## src/rtl/mfo_pkg.sv

```systemverilog
package mfo_pkg;
  typedef enum logic [2:0] {
    S_IDLE, S_WR, S_RD, S_RDW, S_RT, S_RTW
  } mfo_state_e;
endpackage

```

## src/rtl/mfo_health.sv

```systemverilog
module mfo_health (
  input  logic clk_i,
  input  logic rst_ni,
  input  logic fo_i,
  input  logic fo_ch_i,
  output logic degraded_o,
  output logic failed_ch_o,
  output logic evt_o
);
  always_ff @(posedge clk_i or negedge rst_ni) begin
    if (!rst_ni) begin
      degraded_o  <= 1'b0;
      failed_ch_o <= 1'b0;
      evt_o       <= 1'b0;
    end else begin
      evt_o <= fo_i && !degraded_o;
      if (fo_i && !degraded_o) begin
        degraded_o  <= 1'b1;
        failed_ch_o <= fo_ch_i;
      end
    end
  end

  p_sticky_r4: assert property (@(posedge clk_i) disable iff (!rst_ni)
    degraded_o |=> degraded_o && $stable(failed_ch_o));
  p_evt_once_r5: assert property (@(posedge clk_i) disable iff (!rst_ni)
    evt_o |-> !$past(degraded_o));
endmodule

```

## src/rtl/mfo_ce_count.sv

```systemverilog
module mfo_ce_count #(
  parameter int RB = 2,
  parameter int CW = 8
) (
  input  logic                 clk_i,
  input  logic                 rst_ni,
  input  logic                 ce_i,
  input  logic [RB-1:0]        rank_i,
  input  logic [CW-1:0]        thresh_i,
  input  logic [(1<<RB)-1:0]   clr_i,
  output logic [(1<<RB)*CW-1:0] cnt_o,
  output logic                 first_o,
  output logic                 thr_o,
  output logic [RB-1:0]        rank_o
);
  localparam int NR = 1 << RB;
  localparam logic [CW-1:0] CMAX = '1;

  logic [CW-1:0] cnt_nx [NR];
  logic [NR-1:0] seen_w, hit_w;

  for (genvar r = 0; r < NR; r++) begin : g_rank
    logic          sel, seen_q, hit_q;
    logic [CW-1:0] cnt_q;
    assign sel       = ce_i && (rank_i == RB'(r));
    assign cnt_nx[r] = (cnt_q == CMAX) ? cnt_q : cnt_q + 1'b1;
    assign seen_w[r] = seen_q;
    assign hit_w[r]  = hit_q;
    assign cnt_o[r*CW +: CW] = cnt_q;

    always_ff @(posedge clk_i or negedge rst_ni) begin
      if (!rst_ni) begin
        cnt_q  <= '0;
        seen_q <= 1'b0;
        hit_q  <= 1'b0;
      end else begin
        if (sel) begin
          cnt_q  <= cnt_nx[r];
          seen_q <= 1'b1;
        end
        if (sel && cnt_nx[r] >= thresh_i) hit_q <= 1'b1;
        else if (clr_i[r])                hit_q <= 1'b0;
      end
    end

    p_sat_r9: assert property (@(posedge clk_i) disable iff (!rst_ni)
      cnt_q == CMAX |=> cnt_q == CMAX);
    p_hit_hold_r11: assert property (@(posedge clk_i) disable iff (!rst_ni)
      (hit_q && !clr_i[r]) |=> hit_q);
  end

  always_ff @(posedge clk_i or negedge rst_ni) begin
    if (!rst_ni) begin
      first_o <= 1'b0;
      thr_o   <= 1'b0;
      rank_o  <= '0;
    end else begin
      first_o <= ce_i && !seen_w[rank_i];
      thr_o   <= ce_i && (cnt_nx[rank_i] >= thresh_i) && !hit_w[rank_i];
      if (ce_i) rank_o <= rank_i;
    end
  end

  p_first_cause_r10: assert property (@(posedge clk_i) disable iff (!rst_ni)
    first_o |-> $past(ce_i));
endmodule

```

## src/rtl/mfo_seq.sv

```systemverilog
module mfo_seq
  import mfo_pkg::*;
#(
  parameter int DW = 64,
  parameter int AW = 16
) (
  input  logic          clk_i,
  input  logic          rst_ni,
  input  logic          req_valid_i,
  input  logic          req_write_i,
  input  logic [AW-1:0] req_addr_i,
  input  logic [DW-1:0] req_wdata_i,
  output logic          req_ready_o,
  output logic [1:0]    ch_valid_o,
  input  logic [1:0]    ch_ready_i,
  output logic          ch_write_o,
  output logic [AW-1:0] ch_addr_o,
  output logic [DW-1:0] ch_wdata_o,
  input  logic [1:0]    ch_rsp_valid_i,
  input  logic [2*DW-1:0] ch_rdata_i,
  input  logic [1:0]    ch_ce_i,
  input  logic [1:0]    ch_ue_i,
  input  logic          degraded_i,
  input  logic          failed_ch_i,
  output logic          rsp_valid_o,
  output logic          rsp_write_o,
  output logic [DW-1:0] rsp_rdata_o,
  output logic          rsp_ce_o,
  output logic          rsp_ue_o,
  output logic          fo_o,
  output logic          fo_ch_o
);
  mfo_state_e    st_q;
  logic [1:0]    acc_q, acc_nx, en;
  logic          pri, alt;
  logic [DW-1:0] dat_pri, dat_alt;

  assign pri     = degraded_i ? ~failed_ch_i : 1'b0;
  assign alt     = ~pri;
  assign en      = degraded_i ? (2'b01 << pri) : 2'b11;
  assign dat_pri = ch_rdata_i[pri*DW +: DW];
  assign dat_alt = ch_rdata_i[alt*DW +: DW];
  assign acc_nx  = acc_q | (ch_valid_o & ch_ready_i);
  assign req_ready_o = (st_q == S_IDLE);
  assign fo_o    = (st_q == S_RTW) && ch_rsp_valid_i[alt] && !ch_ue_i[alt];
  assign fo_ch_o = pri;

  always_comb begin
    ch_valid_o = '0;
    case (st_q)
      S_WR:    ch_valid_o = en & ~acc_q;
      S_RD:    ch_valid_o[pri] = 1'b1;
      S_RT:    ch_valid_o[alt] = 1'b1;
      default: ch_valid_o = '0;
    endcase
  end

  always_ff @(posedge clk_i or negedge rst_ni) begin
    if (!rst_ni) begin
      st_q        <= S_IDLE;
      acc_q       <= '0;
      ch_write_o  <= 1'b0;
      ch_addr_o   <= '0;
      ch_wdata_o  <= '0;
      rsp_valid_o <= 1'b0;
      rsp_write_o <= 1'b0;
      rsp_rdata_o <= '0;
      rsp_ce_o    <= 1'b0;
      rsp_ue_o    <= 1'b0;
    end else begin
      rsp_valid_o <= 1'b0;
      case (st_q)
        S_IDLE: if (req_valid_i) begin
          st_q       <= req_write_i ? S_WR : S_RD;
          ch_write_o <= req_write_i;
          ch_addr_o  <= req_addr_i;
          ch_wdata_o <= req_wdata_i;
          acc_q      <= '0;
        end
        S_WR: begin
          acc_q <= acc_nx;
          if ((acc_nx & en) == en) begin
            st_q        <= S_IDLE;
            rsp_valid_o <= 1'b1;
            rsp_write_o <= 1'b1;
            rsp_ce_o    <= 1'b0;
            rsp_ue_o    <= 1'b0;
          end
        end
        S_RD: if (ch_ready_i[pri]) st_q <= S_RDW;
        S_RDW: if (ch_rsp_valid_i[pri]) begin
          if (ch_ue_i[pri] && !degraded_i) begin
            st_q <= S_RT;
          end else begin
            st_q        <= S_IDLE;
            rsp_valid_o <= 1'b1;
            rsp_write_o <= 1'b0;
            rsp_rdata_o <= dat_pri;
            rsp_ce_o    <= ch_ce_i[pri] && !ch_ue_i[pri];
            rsp_ue_o    <= ch_ue_i[pri];
          end
        end
        S_RT: if (ch_ready_i[alt]) st_q <= S_RTW;
        S_RTW: if (ch_rsp_valid_i[alt]) begin
          st_q        <= S_IDLE;
          rsp_valid_o <= 1'b1;
          rsp_write_o <= 1'b0;
          rsp_rdata_o <= dat_alt;
          rsp_ce_o    <= !ch_ue_i[alt];  // recovered error demoted
          rsp_ue_o    <= ch_ue_i[alt];
        end
        default: st_q <= S_IDLE;
      endcase
    end
  end

  p_no_dead_ch_r6: assert property (@(posedge clk_i) disable iff (!rst_ni)
    degraded_i |-> !ch_valid_o[failed_ch_i]);
  p_flags_excl_r3: assert property (@(posedge clk_i) disable iff (!rst_ni)
    rsp_valid_o |-> !(rsp_ce_o && rsp_ue_o));
  p_ack_both_r1: assert property (@(posedge clk_i) disable iff (!rst_ni)
    (st_q == S_WR && !degraded_i && !acc_q[1] && !ch_ready_i[1]) |=> !rsp_valid_o);
endmodule

```

## src/rtl/mirror_failover.sv

```systemverilog
module mirror_failover #(
  parameter int DW        = 64,
  parameter int AW        = 16,
  parameter int RANK_BITS = 2,
  parameter int CW        = 8
) (
  input  logic                          clk_i,
  input  logic                          rst_ni,
  input  logic                          req_valid_i,
  output logic                          req_ready_o,
  input  logic                          req_write_i,
  input  logic [AW-1:0]                 req_addr_i,
  input  logic [DW-1:0]                 req_wdata_i,
  output logic                          rsp_valid_o,
  output logic                          rsp_write_o,
  output logic [DW-1:0]                 rsp_rdata_o,
  output logic                          rsp_ce_o,
  output logic                          rsp_ue_o,
  output logic [1:0]                    ch_valid_o,
  input  logic [1:0]                    ch_ready_i,
  output logic                          ch_write_o,
  output logic [AW-1:0]                 ch_addr_o,
  output logic [DW-1:0]                 ch_wdata_o,
  input  logic [1:0]                    ch_rsp_valid_i,
  input  logic [2*DW-1:0]               ch_rdata_i,
  input  logic [1:0]                    ch_ce_i,
  input  logic [1:0]                    ch_ue_i,
  input  logic [CW-1:0]                 ce_thresh_i,
  input  logic [(1<<RANK_BITS)-1:0]     ce_clr_i,
  output logic [(1<<RANK_BITS)*CW-1:0]  ce_cnt_o,
  output logic                          ce_first_o,
  output logic                          ce_thresh_o,
  output logic [RANK_BITS-1:0]          ce_rank_o,
  output logic                          degraded_o,
  output logic                          failed_ch_o,
  output logic                          failover_evt_o
);
  logic fo, fo_ch, ce_evt;
  logic [AW-1:0] addr_w;

  mfo_seq #(.DW(DW), .AW(AW)) u_seq (
    .clk_i, .rst_ni,
    .req_valid_i, .req_write_i, .req_addr_i, .req_wdata_i, .req_ready_o,
    .ch_valid_o, .ch_ready_i, .ch_write_o, .ch_addr_o(addr_w), .ch_wdata_o,
    .ch_rsp_valid_i, .ch_rdata_i, .ch_ce_i, .ch_ue_i,
    .degraded_i(degraded_o), .failed_ch_i(failed_ch_o),
    .rsp_valid_o, .rsp_write_o, .rsp_rdata_o, .rsp_ce_o, .rsp_ue_o,
    .fo_o(fo), .fo_ch_o(fo_ch)
  );

  mfo_health u_health (
    .clk_i, .rst_ni, .fo_i(fo), .fo_ch_i(fo_ch),
    .degraded_o, .failed_ch_o, .evt_o(failover_evt_o)
  );

  assign ch_addr_o = addr_w;
  assign ce_evt    = rsp_valid_o && !rsp_write_o && rsp_ce_o;

  mfo_ce_count #(.RB(RANK_BITS), .CW(CW)) u_cnt (
    .clk_i, .rst_ni, .ce_i(ce_evt), .rank_i(addr_w[AW-1 -: RANK_BITS]),
    .thresh_i(ce_thresh_i), .clr_i(ce_clr_i), .cnt_o(ce_cnt_o),
    .first_o(ce_first_o), .thr_o(ce_thresh_o), .rank_o(ce_rank_o)
  );

  p_evt_with_rsp_r5: assert property (@(posedge clk_i) disable iff (!rst_ni)
    failover_evt_o |-> rsp_valid_o && rsp_ce_o);
endmodule

```

## config.mk

```make
export PLATFORM = sky130hd
export DESIGN_NAME = mirror_failover
export DESIGN_NICKNAME = d
export VERILOG_FILES = /design/src/rtl/mfo_pkg.sv /design/src/rtl/mfo_health.sv /design/src/rtl/mfo_ce_count.sv /design/src/rtl/mfo_seq.sv /design/src/rtl/mirror_failover.sv
export SDC_FILE = /design/constraint.sdc
export NUM_CORES = 1
export LEC_CHECK = 0
export ABC_AREA = 1
export BUFFER_PORTS_ARGS = -buffer_cell sky130_fd_sc_hd__buf_2
export CAP_MARGIN = 20
export CORE_AREA = 2 2 165 167
export DETAILED_ROUTE_END_ITERATION = 10
export DIE_AREA = 0 0 167 169
export PLACE_DENSITY = 0.66
export SLEW_MARGIN = 20
export SYNTH_ARGS = -nofsm -noshare
export SYNTH_HDL_FRONTEND = slang
export SYNTH_SLANG_ARGS = --single-unit
```

## constraint.sdc

```tcl
create_clock -name clk_i -period 2.7 [get_ports clk_i]
set_clock_uncertainty 0.1 [all_clocks]
set_input_delay 0.135 -clock clk_i [delete_from_list [all_inputs] [get_ports clk_i]]
set_output_delay 0.135 -clock clk_i [all_outputs]
set_load 0.01 [all_outputs]
```

# After elaboration in Yosys (flattened, before gate mapping)
# Cells that the tools add are included.
dict set report word_totals {
  reg_bits 201
  input_bits 232
  out_inout_bits 191
}
dict set report classes {
  eq_ne 20
  n_bitwise 8
  n_shift 3
  reduce_logical 40
  muxes 74
  n_lt_le_gt_ge 11
  add_sub_neg 4
}
# cell count
set ops {}
lappend ops {{128-bit by 8-bit variable part select with 64-bit output} 2}
lappend ops {{64-bit 2-to-1 mux} 3}
lappend ops {{64-bit one-hot mux with 2 select lines} 1}
lappend ops {{8-bit 2-to-1 mux} 6}
lappend ops {{1-bit 2-to-1 mux} 42}
lappend ops {{8-bit >= comparator} 5}
lappend ops {{8-bit by 1-bit adder with 8-bit output, second input constant} 4}
lappend ops {{8-bit equality test, second input constant} 4}
lappend ops {{3-bit 2-to-1 mux} 7}
lappend ops {{1-bit logical AND} 20}
lappend ops {{3-bit one-hot mux with 6 select lines} 1}
lappend ops {{8-bit binary-select mux with 2-bit select} 1}
lappend ops {{1-bit one-hot mux with 3 select lines} 4}
lappend ops {{2-bit nonzero test} 6}
lappend ops {{2-bit by 1-bit != test with 1-bit output, second input constant} 4}
lappend ops {{2-bit bitwise AND} 3}
lappend ops {{3-bit by 2-bit equality test with 1-bit output, second input constant} 2}
lappend ops {{3-bit equality test, second input constant} 2}
lappend ops {{1-bit logical NOT} 6}
lappend ops {{2-bit 2-to-1 mux} 3}
lappend ops {{2-bit != test, second input constant} 3}
lappend ops {{2-bit one-hot mux with 3 select lines} 1}
lappend ops {{6-bit AND reduction} 1}
lappend ops {{5-bit AND reduction} 1}
lappend ops {{21 further kinds} 28}

# Depth between registers and ports, before layout
# Gate-level depths: netlist of run 1.
dict set report logic_depth {
  ltp_word 14
  mapped_depth 19
}

# By module
# Synthesis of run 1 repeated with hierarchy kept, for this count alone.
dict set report unflattened {
  cells_unflattened 1129
  area_unflattened_um2 10587.7
}
# module seq_area_each_um2 n_inst area_per_inst_um2 cells_per_inst
set by_module_without_submodules {}
lappend by_module_without_submodules {mfo_seq 3853.7 1 6697.7 558}
lappend by_module_without_submodules {mfo_ce_count 1101.1 1 3774.9 559}
lappend by_module_without_submodules {mfo_health 75.1 1 105.1 10}
lappend by_module_without_submodules {mirror_failover 0.0 1 10.0 2}

# Worst setup path after synthesis of run 1
# Ideal clock, no wire load.
dict set report synth_path {
  path_type {flip-flop to flip-flop}
  from {register u_cnt.g_rank[3].cnt_q[0]}
  to {register u_cnt.thr_o}
  path_stages_with_launch 20
  period_less_slack_ns 2.517
  setup_slack_ns 0.183
  arrival_ns 2.302
  cell_sequence {dfrtp_1 > ha_1 > nand2_1 > inv_1 > nand4_1 > nor2_1 > nand2_1 > buf_2 > nand2_1 > o21ai_0 > nand2_1 > o21ai_0 > nor2_1 > ha_1 > a21oi_1 > o21ai_0 > nand2_1 > o2111ai_1 > nand4_1 > inv_1}
}
dict set report synth_via {
  elab_chain_len 8
}
# item line
set synth_rtl {}
lappend synth_rtl {{start, declared} mfo_ce_count.sv:24} ;# logic [CW-1:0] cnt_q;
lappend synth_rtl {{start signal, assigned} mfo_ce_count.sv:38} ;# cnt_q <= cnt_nx[r];
lappend synth_rtl {{8-bit by 1-bit adder with 8-bit output / 8-bit equality test (equally long branches)} mfo_ce_count.sv:26} ;# assign cnt_nx[r] = (cnt_q == CMAX) ? cnt_q : cnt_q + 1'b1;
lappend synth_rtl {{8-bit 2-to-1 mux *} mfo_ce_count.sv:26}
lappend synth_rtl {{8-bit binary-select mux with 2-bit select *} mfo_ce_count.sv:59} ;# thr_o <= ce_i && (cnt_nx[rank_i] >= thresh_i) && !hit_w[rank_i];
lappend synth_rtl {{8-bit 2-to-1 mux (implied by the code) * (2 in a row)} mfo_ce_count.sv:59}
lappend synth_rtl {{8-bit >= comparator *} mfo_ce_count.sv:59}
lappend synth_rtl {{1-bit logical AND * (2 in a row)} mfo_ce_count.sv:59}
lappend synth_rtl {{end signal, assigned} mfo_ce_count.sv:59}
lappend synth_rtl {{end, declared} mfo_ce_count.sv:13} ;# output logic thr_o,
# Mark *: on every way between the ends. The rest lies on a longest branch, timed or not. The select of a mux whose other input is x is not followed.
# A chain may end at the register's enable or synchronous reset.

# Final worst setup path of run 1
dict set report layout_path {
  from {register u_seq.st_q[2]}
  to {register u_seq.rsp_rdata_o[42]}
}
dict set report layout_via {
  elab_chain_len 3
}
# item line
set layout_rtl {}
lappend layout_rtl {{start, declared} mfo_seq.sv:33} ;# mfo_state_e st_q;
lappend layout_rtl {{start signal, assigned} mfo_seq.sv:74} ;# st_q <= req_write_i ? S_WR : S_RD;
lappend layout_rtl {{3-bit by 2-bit equality test with 1-bit output / 3-bit equality test (equally long branches)} mfo_seq.sv:72} ;# case (st_q)
lappend layout_rtl {{2-bit != test (no source line) (tied with other cells)} -}
lappend layout_rtl {{4-bit AND reduction (no source line)} -}
lappend layout_rtl {{end signal, assigned} mfo_seq.sv:98} ;# rsp_rdata_o <= dat_pri;
lappend layout_rtl {{end signal, assigned} mfo_seq.sv:108} ;# rsp_rdata_o <= dat_alt;
lappend layout_rtl {{end, declared} mfo_seq.sv:27} ;# output logic [DW-1:0] rsp_rdata_o,
# Several ways; a longest one is shown, not always the timed one.

==> results of run 1 <==
-- state kept, by name, summed over array words and instances, names as in the netlist, 2 cells and up --
register             flops
u_seq.rsp_rdata_o       64
u_seq.ch_addr_o         16
u_cnt.g_rank.cnt_q      32
u_cnt.g_rank.seen_q      4
u_cnt.rank_o             2
u_seq.st_q               3
u_cnt.g_rank.hit_q       4
u_seq.ch_wdata_o        64
u_seq.acc_q              2
-- cell families after synthesis --
logic type	share of synthesized area, %
compound gates	9.15
xor+xnor	1.83
fa+ha+maj	5.44
buf+inv	5.55
flops	49.7
mux	15.1
simple gates	13.3
-- metrics by stage --
stage / hold slack [ps] / utilization [%] / setup WS, ps / power [mW] / cells
6_report: 59.3 / 60.5 / 124 / 14.2 / 2079
5_1_grt: 126 / 60.4 / -55.6 / 15.0 / 2077
3_3_place_gp: 109 / 48.3 / 112 / 10.1 / 1806
2_1_floorplan: -261 / - / 183 / 7.78 / 1044
3_5_place_dp: 113 / 48.3 / 5.51 / 10.2 / 1806
4_1_cts: 42.4 / 59.7 / 67.1 / 13.9 / 2068
-- how the worst max path moves through the flow --
stage          cells after the start  slack [ps]                                 to                                 start
2_1_floorplan                     19         180              u_cnt.thr_o$_DFF_PN0_  u_cnt.g_rank[3].cnt_q[0]$_DFFE_PN0P_
3_3_place_gp                      17         110              u_cnt.thr_o$_DFF_PN0_  u_cnt.g_rank[3].cnt_q[0]$_DFFE_PN0P_
3_5_place_dp                      17           6              u_cnt.thr_o$_DFF_PN0_  u_cnt.g_rank[3].cnt_q[1]$_DFFE_PN0P_
4_1_cts                           16          70              u_cnt.thr_o$_DFF_PN0_  u_cnt.g_rank[0].cnt_q[1]$_DFFE_PN0P_
5_1_grt                           16         -60              u_cnt.thr_o$_DFF_PN0_  u_cnt.g_rank[2].cnt_q[1]$_DFFE_PN0P_
6_report                           7         120  u_seq.rsp_rdata_o[42]$_DFFE_PN0P_             u_seq.st_q[2]$_DFFE_PN0P_
-- critical path, cell delays in order (launching register included) --
cell and delay [ps]:
dfrtp_1 530, inv_1 120, nor2_4 200, xor2_4 190, buf_12 250, mux2i_1 330, dlygate4sd3_1 630, o21ai_1 70
-- routing by layer --
metal | part of all wire [%] | GRT usage, %
met1 | 38 | 28.8
met2 | 50 | 44.1
met3 | 7.2 | 5.82
met4 | 4.9 | 11.2
met5 | 0 | 0
-- area by class of cell --
type                       count  share of cell area (%)
sequential                   201                    31.4
timing repair buffer         684                    29.3
multi-input combinational    715                    29.1
clock buffer                  32                    4.38
tap                          341                    2.66
inverter                      92                    2.16
clock inverter                12                   0.921
antenna                        2                  0.0312
-- power groups by stage --
stage	Combinational, mW	Clock (mW)	Sequential [mW]
floorplan	2.34	0	5.44
finish	5.76	3.46	4.95
global route	6.26	3.64	5.08
detailed placement	5.28	0	4.89
global placement	5.20	0	4.86
CTS	5.53	3.52	4.87
-- synth_stat cells, types with 8 or more instances --
master | count | area (um^2)
buf_2 | 15 | 75.1
ha_1 | 44 | 551
o21ai_0 | 57 | 285
nand3_1 | 30 | 150
a21oi_1 | 33 | 165
o21ai_1 | 61 | 305
mux2_2 | 79 | 890
xor2_1 | 17 | 149
inv_1 | 91 | 342
nand4_1 | 8 | 50.1
o22ai_1 | 9 | 56.3
nor2_1 | 56 | 210
nand2_1 | 229 | 860
clkbuf_1 | 11 | 41.3
mux2i_1 | 64 | 641
dfrtp_1 | 201 | 5030
-- repair_timing --
action                     4_1_cts  5_1_grt
pin swaps                        0       19
hold buffers                   218        0
buffers inserted                 0        9
gates resized for setup          1       41
hold endpoints to repair       232        0
setup endpoints to repair        1       36
==> flow_metrics.py, run 1 <==
metrics = {
    "timing": {
        "slew_headroom_pct": 55.6,
        "tightest_slew_ps": 666,
        "final-setup-viol-count": 0,
        "clock.fmax_ghz": 0.388,
        "drv_slew": 0,
        "grt_setup_unrepaired": "yes",
        "period_share_pct": 95.4,
        "min_period_ps": 2580,
        "finalHoldViolations": 0,
        "tns_ps": 0,
    },
    "critical_path": {
        "worstPathMaxFanout": 31,
        "cp.arrival_ps": 2860,
        "worstReg2RegEnd": "u_seq.rsp_rdata_o[42]$_DFFE_PN0P_",
        "cp.required_ps": 2980,
        "rrSetupSlack_ps": 120,
        "end_kind": "flop",
        "critPathLaunchType": "flop",
        "r2r-start": "u_seq.st_q[2]$_DFFE_PN0P_",
        "reg2reg_depth": 7,
        "critPathKind": "reg2reg",
    },
    "place": {
        "place.gp.congestion": 0.903,
        "post_dp_cell_area_um2": 12800,
        "hpwlAfterDp_mm": 24.0,
        "port_buffers": 422,
    },
    "synthesis": {
        "synthDistinctLibCells": 36,
        "synth-seq-cells": 201,
        "synth_edf_count": 0,
        "syn_inst": 1044,
        "synthesis.nets": 1320,
        "netlist_area_um2": 10100,
        "postSynthAreaPerCell_um2": 9.70,
        "synth-main-ff-cell": "dfrtp_1",
        "async_flop_share_pct": 100,
        "ys_seq_area_share_pct": 49.7,
        "yosysWarnings": 0,
    },
    "floorplan": {
        "die_area_um2": 28200,
        "initial_core_util_pct": 38.2,
        "die_y_um": 169,
        "rows": 60,
        "die_w_um": 167,
        "coreArea_um2": 26500,
        "ioPinCount": 423,
    },
    "cts": {
        "cts_inserted_buffers": 24,
        "clock_sinks": 201,
        "cts_tree": "built",
        "cts_root_buffer": "clkbuf_16",
        "cts_buffer_depth": 3,
        "cts.clk_slew.worst_paths_ps": 60,
        "h-tree-depth": 1,
        "clk_latency_ps": 510,
    },
    "routing": {
        "wl_per_cell_um": 17.7,
        "via_count": 10368,
        "drcViolationCount": 0,
        "drt_iter0_drc": 574,
        "ant_nets": 0,
        "viasPerCell": 4.99,
        "drt-total-wl_mm": 36.7,
        "dr.pass1.iters": 7,
    },
    "finish": {
        "fin_area_um2": 16000,
        "multi_input_area_um2": 4670,
        "final_cell_mix": "421 x buf_2, 219 x nand2_1, 218 x dlygate4sd3_1",
        "n_fill_cell": 2144,
        "drive_gt1_share_pct": 35.8,
        "seq_area_um2": 5030,
        "area_delta_synth_final_pct": 58.2,
        "final_common_cell": "buf_2",
        "fin_nets": 1994,
    },
    "global_routing": {
        "grt_max_degree": 80,
        "grt_pass1_vias": 10710,
        "antenna_found_initial": 0,
        "grtUsageTotal_pct": 24.9,
        "grt_overflow_total": 0,
        "grt_first_pass_wirelength_mm": 56.6,
    },
    "pwr": {
        "p_int_mw": 8.94,
        "power.switching_mw": 5.22,
        "power.density_nw_per_um2": 884,
        "p_sw_share_pct": 36.8,
        "ir_worst_vdd_v": 0.000691,
        "seqPwrFrac_pct": 34.9,
        "pwr-share-clk_pct": 24.4,
        "comb_power_share_pct": 40.7,
        "p_leak_nw": 8.18,
    },
    "flow_run": {
        "cap_violations": 0,
    },
    "min_path": {
        "worstHoldStart": "ch_rsp_valid_i[0]",
        "holdCritPathClass": "in2reg",
        "hold_depth": 6,
        "holdPathEnd": "u_seq.rsp_write_o$_DFFE_PN0P_",
    },
    "run_status": {
        "outcome": "finished clean",
    },
}
(Power assumes the default switching activity.)
==> run 2: changes to the inputs <==
--- a/config.mk
+++ b/config.mk
@@ -11,7 +11,7 @@
 export CORE_AREA = 2 2 165 167
 export DETAILED_ROUTE_END_ITERATION = 10
 export DIE_AREA = 0 0 167 169
-export PLACE_DENSITY = 0.66
+export PLACE_DENSITY_LB_ADDON = 0.3
 export SLEW_MARGIN = 20
 export SYNTH_ARGS = -nofsm -noshare
 export SYNTH_HDL_FRONTEND = slang
==> flow_metrics.py, run 2 (synthesis gave the netlist of run 1 again) <==
metrics = {
    "finish": {
        "fin_nets": 1990,
        "n_fill_cell": 2145,
        "instances_no_fill": 2078,
        "final_common_cell": "buf_2",
        "final_cell_mix": "421 x buf_2, 223 x dlygate4sd3_1, 219 x nand2_1",
        "area_delta_synth_final_pct": 58.1,
        "fin_area_um2": 16000,
        "top_regs": "u_seq.ch_wdata_o (64), u_seq.rsp_rdata_o (64), u_cnt.g_rank.cnt_q (32)",
        "drive_gt1_share_pct": 35.8,
    },
    "pwr": {
        "seqPwrFrac_pct": 35.2,
        "p_sw_share_pct": 37.4,
        "power.switching_mw": 5.25,
        "comb_power_share_pct": 41.3,
        "pwr-share-clk_pct": 23.6,
        "ir_worst_vdd_v": 0.000811,
        "power.density_nw_per_um2": 877,
        "p_leak_nw": 8.15,
        "p_int_mw": 8.79,
    },
    "global_routing": {
        "grt_first_pass_wirelength_mm": 57.2,
        "grt_pass1_vias": 10772,
        "grt_max_degree": 132,
        "grtUsageTotal_pct": 25.3,
        "grt_overflow_total": 0,
        "antenna_found_initial": 5,
    },
    "floorplan": {
        "die_w_um": 167,
        "rows": 60,
        "initial_core_util_pct": 38.2,
        "coreArea_um2": 26500,
        "die_area_um2": 28200,
        "die_y_um": 169,
        "ioPinCount": 423,
    },
    "cts": {
        "cts_tree": "built",
        "cts.clk_slew.worst_paths_ps": 60,
        "clock_sinks": 201,
        "h-tree-depth": 1,
        "cts_inserted_buffers": 24,
        "cts_buffer_depth": 3,
        "clk_latency_ps": 530,
        "cts_root_buffer": "clkbuf_16",
    },
    "critical_path": {
        "worstPathMaxFanout": 32,
        "cp.arrival_ps": 2860,
        "cp.required_ps": 2980,
        "critPathLaunchType": "flop",
        "reg2reg_depth": 8,
        "end_kind": "flop",
        "critPathKind": "reg2reg",
    },
    "timing": {
        "grt_setup_unrepaired": "yes",
        "final-setup-viol-count": 0,
        "tightest_slew_ps": 622,
        "finalHoldViolations": 0,
        "min_period_ps": 2580,
        "slew_headroom_pct": 58.5,
        "clock.fmax_ghz": 0.388,
        "drv_slew": 0,
        "period_share_pct": 95.4,
    },
    "routing": {
        "drt_iter0_drc": 566,
        "wl_per_cell_um": 18.0,
        "dr.pass1.iters": 5,
        "via_count": 10455,
        "ant_nets": 0,
        "drcViolationCount": 0,
        "drt-total-wl_mm": 37.5,
        "viasPerCell": 5.03,
    },
    "place": {
        "post_dp_cell_area_um2": 12800,
        "dp.cells": 1804,
        "place.gp.congestion": 0.888,
        "hpwlAfterDp_mm": 24.7,
        "port_buffers": 422,
    },
    "run_status": {
        "outcome": "finished clean",
    },
    "flow_run": {
        "cap_violations": 0,
    },
    "min_path": {
        "hold_depth": 4,
        "holdCritPathClass": "in2reg",
    },
}
[run 2: repair_timing]
action | in CTS | in global routing
buffers inserted | 0 | 1
endpoints found under the hold margin | 224 | 0
hold buffers | 223 | 0
endpoints found under the setup margin | 0 | 61
resized for setup | 0 | 50
[run 2: layout make-up]
cell class / instances / area [um^2] / share of cell area (%)
repair buffers: 680 / 4700 / 29.4
clock inverters: 15 / 156 / 0.977
multi-input cells: 715 / 4670 / 29.2
clock buffers: 29 / 659 / 4.12
inverters: 92 / 347 / 2.16
flip-flops and latches: 201 / 5030 / 31.4
diodes: 5 / 12.5 / 0.0782
well taps: 341 / 427 / 2.67
[run 2: metrics by stage]
step / hold WS [ps] / total power [mW] / utilization (%) / setup WS, ps / setup TNS (ps)
6_report: 16.2 / 14.0 / 60.4 / 124 / 0
5_1_grt: 35.9 / 14.9 / 60.4 / -131 / -131
4_1_cts: 0.854 / 13.8 / 59.7 / 57.6 / 0
3_5_place_dp: 102 / 10.2 / 48.2 / 93.9 / 0
3_3_place_gp: 103 / 10.1 / 48.2 / 154 / 0
2_1_floorplan: -261 / 7.78 / - / 183 / 0
[run 2: worst max-delay path, stage by stage, from the launching register on]
cell,delay [ps]
dfrtp_1,440
inv_1,100
nand2_1,100
nor2_4,170
xor2_4,270
buf_12,290
mux2i_1,280
dlygate4sd3_1,600
o21ai_1,70
[run 2: final timing paths]
path                                                          from                                    to  slack [ps]
worst max-delay path                     u_seq.st_q[1]$_DFFE_PN0P_     u_seq.rsp_rdata_o[58]$_DFFE_PN0P_         120
worst min-delay path                                   req_valid_i            u_seq.acc_q[1]$_DFFE_PN0P_          20
worst max register to register           u_seq.st_q[1]$_DFFE_PN0P_     u_seq.rsp_rdata_o[58]$_DFFE_PN0P_         120
worst min register to register  u_cnt.g_rank[0].seen_q$_DFFE_PN0P_    u_cnt.g_rank[0].seen_q$_DFFE_PN0P_         350
max in group asynchronous                                   rst_ni      u_seq.ch_wdata_o[17]$_DFFE_PN0P_        1650
min in group asynchronous                                   rst_ni  u_cnt.g_rank[1].cnt_q[7]$_DFFE_PN0P_         100
[run 2: power groups by stage]
stage               combinational, mW  clock [mW]  sequential [mW]
finish                           5.80        3.31             4.94
floorplan                        2.34           0             5.44
CTS                              5.58        3.36             4.87
detailed placement               5.30           0             4.90
global placement                 5.23           0             4.86
global route                     6.32        3.51             5.08
[run 2: routing by layer]
metal  vias up  share of wire, %  track usage (%)
met1      5006                37             28.8
li1       4859                 -                -
met2       450                51             45.1
met3       140               6.6             5.17
met5         -                 0                0
met4         0               5.3             13.0
